[config.mk]
export PLATFORM = sky130hd
export DESIGN_NAME = spare_rank_ctrl
export DESIGN_NICKNAME = d
export VERILOG_FILES = /design/src/rtl/spare_rank_pkg.sv /design/src/rtl/spare_ctl.sv /design/src/rtl/spare_dp.sv /design/src/rtl/spare_rank_ctrl.sv
export SDC_FILE = /design/constraint.sdc
export NUM_CORES = 2
export LEC_CHECK = 0
export BUFFER_PORTS_ARGS = -buffer_cell sky130_fd_sc_hd__buf_2
export CAP_MARGIN = 5
export CORE_UTILIZATION = 35
export DETAILED_ROUTE_END_ITERATION = 8
export PLACE_DENSITY = 0.58
export RECOVER_POWER = 100
export SYNTH_ARGS = -nofsm -noshare
export SYNTH_HDL_FRONTEND = slang
export SYNTH_SLANG_ARGS = --single-unit
[constraint.sdc]
create_clock -name clk -period 8.52 [get_ports clk]
set_input_delay 0.852 -clock clk [delete_from_list [all_inputs] [get_ports clk]]
set_output_delay 0.852 -clock clk [all_outputs]
set_load 0.01 [all_outputs]
[src/rtl/spare_rank_pkg.sv]
package spare_rank_pkg;

  typedef enum logic [1:0] {
    ST_IDLE     = 2'd0,
    ST_COPY     = 2'd1,
    ST_SWITCHED = 2'd2
  } spareState_t;

  // strobes from control to datapath
  typedef struct packed {
    logic copyRead;   // read the failing rank at copyRdAddr
    logic copyWrite;  // write the copy buffer into the spare at copyWrAddr
    logic remap;      // send the retired rank's traffic to the spare
  } ctlStrobe_t;

endpackage

[src/rtl/spare_ctl.sv]
module spare_ctl
  import spare_rank_pkg::*;
#(
  parameter int NUM_RANKS   = 4,
  parameter int ADDR_W      = 4,
  parameter int CNT_W       = 4,
  parameter int RANK_W      = 2,
  parameter int THRESH_INIT = 3
) (
  input  logic              clk,
  input  logic              rst,
  input  logic              hostAcc,
  input  logic              hostWrite,
  input  logic [RANK_W-1:0] hostRank,
  input  logic              hostCe,
  input  logic              cfgWe,
  input  logic [CNT_W-1:0]  cfgThreshold,
  output ctlStrobe_t        strobe,
  output logic [ADDR_W-1:0] copyRdAddr,
  output logic [ADDR_W-1:0] copyWrAddr,
  output logic [RANK_W-1:0] victim,
  output logic              hostReady,
  output logic              ceAlert,
  output logic              spareUsed,
  output logic              spentFlag
);

  localparam int DEPTH = 1 << ADDR_W;
  localparam logic [CNT_W-1:0] CNT_MAX = '1;
  localparam logic [ADDR_W:0] COPY_END = (ADDR_W+1)'(DEPTH);

  spareState_t       state;
  logic [ADDR_W:0]   copyCnt;
  logic [RANK_W-1:0] victimQ;
  logic [CNT_W-1:0]  thr;
  logic [CNT_W-1:0]  errCnt [NUM_RANKS];
  logic              alertQ, spentQ;
  logic              anyOver;
  logic [RANK_W-1:0] firstOver;
  logic              ceHit, copyDone, clearCnt;

  // lowest-numbered rank above threshold wins
  always_comb begin
    anyOver   = 1'b0;
    firstOver = '0;
    for (int i = NUM_RANKS - 1; i >= 0; i--) begin
      if (errCnt[i] > thr) begin
        anyOver   = 1'b1;
        firstOver = RANK_W'(i);
      end
    end
  end

  assign ceHit    = hostAcc && !hostWrite && hostCe;
  assign copyDone = (state == ST_COPY) && (copyCnt == COPY_END);
  assign clearCnt = copyDone;

  always_ff @(posedge clk) begin
    if (rst) begin
      state   <= ST_IDLE;
      copyCnt <= '0;
      victimQ <= '0;
      thr     <= CNT_W'(THRESH_INIT);
      alertQ  <= 1'b0;
      spentQ  <= 1'b0;
      for (int i = 0; i < NUM_RANKS; i++) errCnt[i] <= '0;
    end else begin
      if (cfgWe) thr <= cfgThreshold;
      for (int i = 0; i < NUM_RANKS; i++) begin
        if (clearCnt && victimQ == RANK_W'(i))
          errCnt[i] <= '0;
        else if (ceHit && hostRank == RANK_W'(i) && errCnt[i] != CNT_MAX)
          errCnt[i] <= errCnt[i] + CNT_W'(1);
      end
      alertQ <= alertQ | anyOver;
      case (state)
        ST_IDLE: begin
          if (anyOver) begin
            state   <= ST_COPY;
            victimQ <= firstOver;
            copyCnt <= '0;
          end
        end
        ST_COPY: begin
          copyCnt <= copyCnt + (ADDR_W+1)'(1);
          if (copyDone) state <= ST_SWITCHED;
        end
        ST_SWITCHED: begin
          if (anyOver) spentQ <= 1'b1;
        end
        default: state <= ST_IDLE;
      endcase
    end
  end

  assign strobe.copyRead  = (state == ST_COPY) && !copyCnt[ADDR_W];
  assign strobe.copyWrite = (state == ST_COPY) && (copyCnt != '0);
  assign strobe.remap     = (state == ST_SWITCHED);
  assign copyRdAddr = copyCnt[ADDR_W-1:0];
  assign copyWrAddr = copyCnt[ADDR_W-1:0] - ADDR_W'(1);
  assign victim     = victimQ;
  assign hostReady  = (state != ST_COPY);
  assign ceAlert    = alertQ;
  assign spareUsed  = (state == ST_SWITCHED);
  assign spentFlag  = spentQ;

  for (genvar g = 0; g < NUM_RANKS; g++) begin : gSat
    AST_CNT_SATURATE: assert property (@(posedge clk) disable iff (rst)
      (errCnt[g] == CNT_MAX && !(clearCnt && victimQ == RANK_W'(g))) |=> errCnt[g] == CNT_MAX);
  end

  AST_ONE_FAILOVER: assert property (@(posedge clk) disable iff (rst)
    state == ST_SWITCHED |=> state == ST_SWITCHED);
  AST_ALERT_STICKY: assert property (@(posedge clk) disable iff (rst)
    ceAlert |=> ceAlert);
  AST_COPY_ALERTED: assert property (@(posedge clk) disable iff (rst)
    state == ST_COPY |-> ceAlert);
  AST_VICTIM_HOLD: assert property (@(posedge clk) disable iff (rst)
    state != ST_IDLE |=> $stable(victimQ));

endmodule

[src/rtl/spare_dp.sv]
module spare_dp
  import spare_rank_pkg::*;
#(
  parameter int NUM_RANKS = 4,
  parameter int ADDR_W    = 4,
  parameter int DATA_W    = 16,
  parameter int RANK_W    = 2
) (
  input  logic              clk,
  input  logic              rst,
  input  ctlStrobe_t        strobe,
  input  logic [ADDR_W-1:0] copyRdAddr,
  input  logic [ADDR_W-1:0] copyWrAddr,
  input  logic [RANK_W-1:0] victim,
  input  logic              hostAcc,
  input  logic              hostWrite,
  input  logic [RANK_W-1:0] hostRank,
  input  logic [ADDR_W-1:0] hostAddr,
  input  logic [DATA_W-1:0] hostWdata,
  output logic [DATA_W-1:0] hostRdata,
  output logic              hostRvalid
);

  localparam int DEPTH  = 1 << ADDR_W;
  localparam int NPHYS  = NUM_RANKS + 1;
  localparam int PHYS_W = $clog2(NPHYS);
  localparam logic [PHYS_W-1:0] SPARE_IDX = PHYS_W'(NUM_RANKS);

  logic [DATA_W-1:0] mem [NPHYS][DEPTH];
  logic [DATA_W-1:0] copyBuf;
  logic [PHYS_W-1:0] physRank;

  assign physRank = (strobe.remap && hostRank == victim) ? SPARE_IDX : PHYS_W'(hostRank);

  always_ff @(posedge clk) begin
    if (hostAcc && hostWrite) mem[physRank][hostAddr] <= hostWdata;
    if (strobe.copyWrite)     mem[SPARE_IDX][copyWrAddr] <= copyBuf;
  end

  always_ff @(posedge clk) begin
    if (hostAcc && !hostWrite) hostRdata <= mem[physRank][hostAddr];
    if (strobe.copyRead)       copyBuf   <= mem[victim][copyRdAddr];
  end

  always_ff @(posedge clk) begin
    if (rst) hostRvalid <= 1'b0;
    else     hostRvalid <= hostAcc && !hostWrite;
  end

  AST_NO_HOST_IN_COPY: assert property (@(posedge clk) disable iff (rst)
    !(hostAcc && (strobe.copyRead || strobe.copyWrite)));
  AST_COPY_PIPE: assert property (@(posedge clk) disable iff (rst)
    strobe.copyWrite |-> $past(strobe.copyRead) || $past(strobe.copyWrite));
  AST_RVALID_AFTER_READ: assert property (@(posedge clk) disable iff (rst)
    (hostAcc && !hostWrite) |=> hostRvalid);

endmodule

[src/rtl/spare_rank_ctrl.sv]
module spare_rank_ctrl
  import spare_rank_pkg::*;
#(
  parameter int NUM_RANKS   = 4,
  parameter int ADDR_W      = 4,
  parameter int DATA_W      = 16,
  parameter int CNT_W       = 4,
  parameter int THRESH_INIT = 3,
  localparam int RANK_W     = $clog2(NUM_RANKS)
) (
  input  logic              clk,
  input  logic              rst,
  input  logic              hostValid,
  input  logic              hostWrite,
  input  logic [RANK_W-1:0] hostRank,
  input  logic [ADDR_W-1:0] hostAddr,
  input  logic [DATA_W-1:0] hostWdata,
  input  logic              hostCe,
  output logic              hostReady,
  output logic [DATA_W-1:0] hostRdata,
  output logic              hostRvalid,
  input  logic              cfgWe,
  input  logic [CNT_W-1:0]  cfgThreshold,
  output logic              ceAlert,
  output logic              spareUsed,
  output logic [RANK_W-1:0] failedRank,
  output logic              spentFlag
);

  ctlStrobe_t        strobe;
  logic [ADDR_W-1:0] copyRdAddr, copyWrAddr;
  logic [RANK_W-1:0] victim;
  logic              hostAcc;

  assign hostAcc    = hostValid && hostReady;
  assign failedRank = victim;

  spare_ctl #(
    .NUM_RANKS(NUM_RANKS), .ADDR_W(ADDR_W), .CNT_W(CNT_W),
    .RANK_W(RANK_W), .THRESH_INIT(THRESH_INIT)
  ) u_ctl (
    .clk(clk), .rst(rst), .hostAcc(hostAcc), .hostWrite(hostWrite),
    .hostRank(hostRank), .hostCe(hostCe), .cfgWe(cfgWe),
    .cfgThreshold(cfgThreshold), .strobe(strobe), .copyRdAddr(copyRdAddr),
    .copyWrAddr(copyWrAddr), .victim(victim), .hostReady(hostReady),
    .ceAlert(ceAlert), .spareUsed(spareUsed), .spentFlag(spentFlag)
  );

  spare_dp #(
    .NUM_RANKS(NUM_RANKS), .ADDR_W(ADDR_W), .DATA_W(DATA_W), .RANK_W(RANK_W)
  ) u_dp (
    .clk(clk), .rst(rst), .strobe(strobe), .copyRdAddr(copyRdAddr),
    .copyWrAddr(copyWrAddr), .victim(victim), .hostAcc(hostAcc),
    .hostWrite(hostWrite), .hostRank(hostRank), .hostAddr(hostAddr),
    .hostWdata(hostWdata), .hostRdata(hostRdata), .hostRvalid(hostRvalid)
  );

endmodule

After elaboration in Yosys (flattened, before gate mapping)

Memories as Yosys holds them, arrays and structs flattened. A register that Yosys moved wholly into a read port is not among the register bits.
Cells that the tools add are included.

Add/sub/neg operators: 6
Order comparisons: 9
Equality and inequality tests: 17
Muxes and demuxes: 71
Bitwise logic cells: 13
Reduce and logical (&&, ||, !) cells: 34

Operator list:

| kind                  | number |
|---|---|
| $mux W256             | 4 |
| $reduce_or A256 Y1    | 1 |
| $bmux W16 S4          | 2 |
| $demux W16 S4         | 2 |
| $mux W16              | 6 |
| $mux W1               | 36 |
| $mux W4               | 8 |
| $logic_and A1 B1 Y1   | 22 |
| $add A4 B1 Y4 const B | 4 |
| $gt A4 B4 Y1          | 4 |
| $mux W2               | 8 |
| $ne A4 B4 Y1 const B  | 4 |
| $ge A5 B5 Y1 const B  | 3 |
| $not A4 Y5            | 3 |
| $eq A2 B2 Y1 const B  | 5 |
| $lt A5 B1 Y1 const B  | 2 |
| $pmux W5 S2           | 1 |
| $or A1 B1 Y1          | 9 |
| $eq A2 B1 Y1 const B  | 3 |
| $logic_not A2 Y1      | 3 |
| $mux W3               | 2 |
| $ne A2 B1 Y1 const B  | 3 |
| $pmux W2 S3           | 1 |
| $reduce_and A2 Y1     | 3 |
| 10 further kinds      | 11 |

Register bits after elaboration: 48
Memory bits (writable): 1296
Input bits: 32
Output and inout port bits: 23
Logic and storage cells: 161
Memories: 2

Memories:

| name         | words | width | rd ports | clocked after Yosys merged registers in | wr ports | RTL line        | source |
|---|---|---|---|---|---|---|---|
| u_dp.mem     | 5     | 256   | 2        | 1                                       | 1        | spare_dp.sv:29  | `logic [DATA_W-1:0] mem [NPHYS][DEPTH];` |
| u_ctl.errCnt | 4     | 4     | 4        | 0                                       | 4        | spare_ctl.sv:36 | `logic [CNT_W-1:0] errCnt [NUM_RANKS];` |

Logic depth before layout (Yosys ltp)

Depth after elaboration: 11
Depth in mapped cells: 13
Mapped depth without buffers: 9

By module

Synthesis repeated with hierarchy kept, for this count alone.

Cell total of the unflattened synthesis: 4402
Area total of the unflattened synthesis: 64279.1 sq um

By module, submodules not included:

| module          | instances | cells an instance | area an instance (sq um) | sequential area each (sq um) |
|---|---|---|---|---|
| spare_dp        | 1         | 4184              | 62214.7                  | 39417.8 |
| spare_ctl       | 1         | 217               | 2058.2                   | 780.7 |
| spare_rank_ctrl | 1         | 1                 | 6.3                      | 0.0 |

Worst setup path before layout

Ideal clock, no wire load.

Path kind: flip-flop to flip-flop
Start: reg u_ctl.copyCnt[0]
End: mem u_dp.mem[0][192] (netlist bit) (enable)
Setup time: 388 ps
Arrival time: 3525 ps
Data required time: 8132 ps
Setup slack: 4606 ps
Stages on the path, launching flop included: 13
Path buffers: 6
Period minus slack after synthesis: 3914 ps
Path through: dfxtp_1 -> clkbuf_1 -> clkbuf_1 -> buf_1 -> inv_1 -> ha_1 -> o41a_1 -> buf_4 -> nor2_1 -> buf_2 -> nand2_1 -> buf_2 -> nor2_1

Longest elaborated chain between the ends: 9
Elaborated cells between the ends (all ways): 14
Classes of those cells: add/sub: 1; order compare: 2; mux: 6; bitwise: 1; reduce/logical: 4

Ends and longest elaborated chain:

| element                                                            | RTL line         | source |
|---|---|---|
| from (decl)                                                        | spare_ctl.sv:33  | `logic [ADDR_W:0] copyCnt;` |
| from (signal assigned)                                             | spare_ctl.sv:85  | `copyCnt <= copyCnt + (ADDR_W+1)'(1);` |
| $sub A4 B1 Y4                                                      | spare_ctl.sv:100 | `assign copyWrAddr = copyCnt[ADDR_W-1:0] - ADDR_W'(1);` |
| $not A4 Y5 (implied by the code)                                   | spare_dp.sv:37   | `if (strobe.copyWrite) mem[SPARE_IDX][copyWrAddr] <= copyBuf;` |
| $ge A5 B5 Y1 (implied by the code) or $lt A5 B1 Y1 (tied branches) | spare_dp.sv:37   |  |
| $logic_and A1 B1 Y1 (implied by the code)                          | spare_dp.sv:37   |  |
| $mux W16 (implied by the code)                                     | spare_dp.sv:37   |  |
| $demux W16 S4                                                      | spare_dp.sv:37   |  |
| $mux W256 (implied by the code) *                                  | spare_dp.sv:37   |  |
| $reduce_or A256 Y1 (no line)                                       | n/a              |  |
| $mux W3 (no line) or $mux W256 (tied branches)                     | n/a              |  |
| to (decl)                                                          | spare_dp.sv:29   |  |

Every way passes the cells marked *; elsewhere a longest branch is shown, timed or not.

Worst setup path in the final report

Start: reg u_ctl.copyCnt[1]
End: mem u_dp.mem[0][200] (netlist bit) (enable)

Same word-level chain as after synthesis.

==> out/metrics.csv <==
stage;metric;value;unit
outcome;status;finished, violations left;
outcome;failing checks;capacitance limit, slew limit;
placement;IO Port Bufs;54;
final_layout;fillers;15500;
timing;setup TNS;0;ps
clocking;Reg clk slew, reported paths;60;ps
timing;Hold Slack;265;ps
final_layout;multi-input logic area;19300;um2
route;vias post-DR;37800;
timing;Achievable Freq;0.152;GHz
worst_setup_path;CP Capture Type;flop;
yosys;Synth warnings;0;
worst_setup_path;Worst setup SP type;flop;
power;worst vdd ir;0.179;mV
die;initial core utilization;0.352;
clocking;Max Root-Sink Buffers;3;
clocking;CTS tree;built;
worst_hold_path;Worst Hold Class;input pin to flop;
route;antenna viol nets, final;0;
clocking;CTS Buf Count;138;
global_routing;initial antenna violation count;7;
placement;Final HPWL DP;112000;um
placement;GPL Wtd Cong;0.880;
final_layout;Final Net Count;3815;
die;Die H;418;um
timing;Clock Skews;49.8;ps
clocking;Post-CTS Resized;0;
clocking;clock insertion delay at the later pin of the skew report;800;ps
die;num ports;55;
yosys;Yosys top cell area share;0.659;
global_routing;GR Overflow Total;0;
route;M1 wire length;78700;um
global_routing;first-pass GRT wire length;284000;um
final_layout;share of post-route cells with drive strength above 1;0.251;
yosys;count of cell types in the netlist;48;
route;Highest Signal Layer;met5;
worst_setup_path;WP data required;8930;ps
route;met2 wire length;96700;um
timing;RSZ-0062 raised after global routing;false;
route;vias per cell;6.11;
yosys;Syn Inst Count;3734;
yosys;Main synth FF type;edfxtp_1;
clocking;Hold-fix buffers, CTS;0;
yosys;flops & latches, synth;1346;
yosys;synthesized area;60500;um2
yosys;leading area contributor after synthesis;edfxtp_1;
die;row count;152;
clocking;clk sink count;1346;
yosys;Synthesized Nets;3792;
worst_setup_path;Worst Path Max Fanout;36;
yosys;top cells by count, synth;edfxtp_1, nand2_1, mux4_2;
timing;min Tclk post-route;6590;ps
die;core area;172000;um2
clocking;post-CTS setup buffers;0;
yosys;Synth area leaders;edfxtp_1, mux4_2, mux2_2;
timing;fin crit share;0.773;
final_layout;Layout area overhead;12.2;%
route;Starting DRT DRC Count;4800;
yosys;sequential area share after synthesis;0.665;
global_routing;vias in the first global route;37000;
yosys;dominant cell by count in the synthesized netlist;edfxtp_1;
die;die area;175000;um2
timing;Slew Limit Fails;1231;
timing;worst slew pin tran;4020;ps
timing;Slew HR;-1.68;
global_routing;Total GRT Usage;0.230;
clocking;CTS Root Buffer Type;clkbuf_16;
global_routing;largest net degree at the start of global routing;139;
route;final WL;204000;um
worst_setup_path;Arr. time, crit path;7000;ps
timing;setup violators final;0;
job;max-cap viol count;61;
route;Initial DRT Pass Iterations;8;
route;met3 routed WL;18200;um
final_layout;Storage cell area;40200;um2
power;P_leak;20.6;nW
die;Die X;418;um
timing;Final Hold Fails;0;
clocking;CTS H-tree depth;4;
route;Post-route DRC;0;
yosys;asr flop ratio synth;0;
worst_setup_path;type of the worst setup path;flop to flop;
power;Power Dens Cells;218;nW/um2
yosys;Post-synth EDFFs;1328;
yosys;Syn Area/Cell;16.2;um2
route;Avg WL per Cell;33.0;um
## layout make-up
cell class | instances | area share
flip-flops and latches | 1346 | 0.592
inverters | 23 | 0.00134
repair buffers | 178 | 0.0157
diodes | 4 | 0.000147
clock buffers | 169 | 0.0541
well taps | 2310 | 0.0425
multi-input cells | 2070 | 0.285
clock inverters | 81 | 0.00902
## cells in the final DEF (no fill, tap or decap), drive strengths merged, types with 2 or more instances in the layout
| cell type | instances |
|---|---|
| a211oi | 3 |
| a21oi | 76 |
| a221oi | 3 |
| a311oi | 4 |
| a31oi | 211 |
| a32oi | 4 |
| and2 | 2 |
| and3 | 19 |
| buf | 92 |
| bufinv | 5 |
| clkbuf | 255 |
| clkinv | 67 |
| clkinvlp | 4 |
| dfxtp | 18 |
| diode | 4 |
| edfxtp | 1328 |
| ha | 26 |
| inv | 28 |
| mux2 | 271 |
| mux2i | 4 |
| mux4 | 336 |
| nand2 | 503 |
| nand2b | 7 |
| nand3 | 18 |
| nand4 | 5 |
| nor2 | 160 |
| nor2b | 10 |
| nor3 | 7 |
| nor4 | 31 |
| o21a | 8 |
| o21ai | 23 |
| o221ai | 255 |
| o22a | 12 |
| o31ai | 2 |
| or2 | 3 |
| or3 | 3 |
| or4 | 47 |
| xnor2 | 5 |
| xor2 | 6 |
## where the power goes
| part | internal (mW) | switching (mW) |
|---|---|---|
| clock | 3.24 | 2.61 |
| sequential | 7.42 | 0.0559 |
| combinational | 0.540 | 0.974 |
| total | 11.2 | 3.64 |
## state kept, by name, indices dropped and copies added (netlist names), named ones only
name,flops
u_ctl.ceAlert,1
u_ctl.copyCnt,5
u_ctl.errCnt,16
u_ctl.spentFlag,1
u_ctl.state,2
u_ctl.thr,4
u_ctl.victim,2
u_dp.copyBuf,16
u_dp.hostRdata,16
u_dp.hostRvalid,1
u_dp.mem,1280
## critical path, stage by stage (launching register included)
cell,delay [ps]
dfxtp_1,430
inv_6,580
ha_1,370
a31oi_1,280
o41a_1,300
nor2_1,180
clkbuf_1,1110
nand2_1,110
clkbuf_1,760
nor2_1,1410
clkbuf_1,640
## stage by stage
| stage | instances | area (um2) | utilization | setup WS, ps | power, mW |
|---|---|---|---|---|---|
| 5_1_grt | 6177 | 67900 | 0.396 | 1820 | 15.2 |
| 2_1_floorplan | 3734 | 60500 | - | 4610 | 8.48 |
| 3_3_place_gp | 5916 | 63900 | 0.372 | 2630 | 9.09 |
| 4_1_cts | 6177 | 68300 | 0.398 | 3800 | 14.9 |
| 3_5_place_dp | 5927 | 64000 | 0.373 | 3300 | 9.11 |
| 6_report | 6181 | 67900 | 0.396 | 1930 | 14.8 |
## cells by family (layout without fill, tap and decap cells)
| logic type | Yosys count | in the layout | share of synthesized area |
|---|---|---|---|
| flip-flops | 1346 | 1346 | 0.665 |
| XOR/XNOR | 11 | 11 | 0.00159 |
| AO/OA/AOI/OAI | 607 | 607 | 0.0728 |
| adder cells (fa/ha/maj) | 26 | 26 | 0.00537 |
| AND/OR/NAND/NOR | 815 | 815 | 0.0574 |
| other | 0 | 4 | 0 |
| multiplexers | 611 | 611 | 0.176 |
| buffers and inverters | 318 | 451 | 0.0221 |
## routing by layer
metal	track usage	vias up
met5	0	-
met4	0.111	4
met3	0.0465	412
met2	0.367	2078
met1	0.299	19900
li1	-	15400
## final timing paths
check                                 startpoint          endpoint  slack (ps)  cells after the start
worst max-delay path            u_ctl.copyCnt[1]  u_dp.mem[0][200]        1930                     10
worst min-delay path                   hostWrite   u_dp.hostRvalid         270                      2
worst max register to register  u_ctl.copyCnt[1]  u_dp.mem[0][200]        1930                     10
worst min register to register   u_ctl.spentFlag   u_ctl.spentFlag         480                      2
No activity file was read; power rests on OpenSTA's default activity.
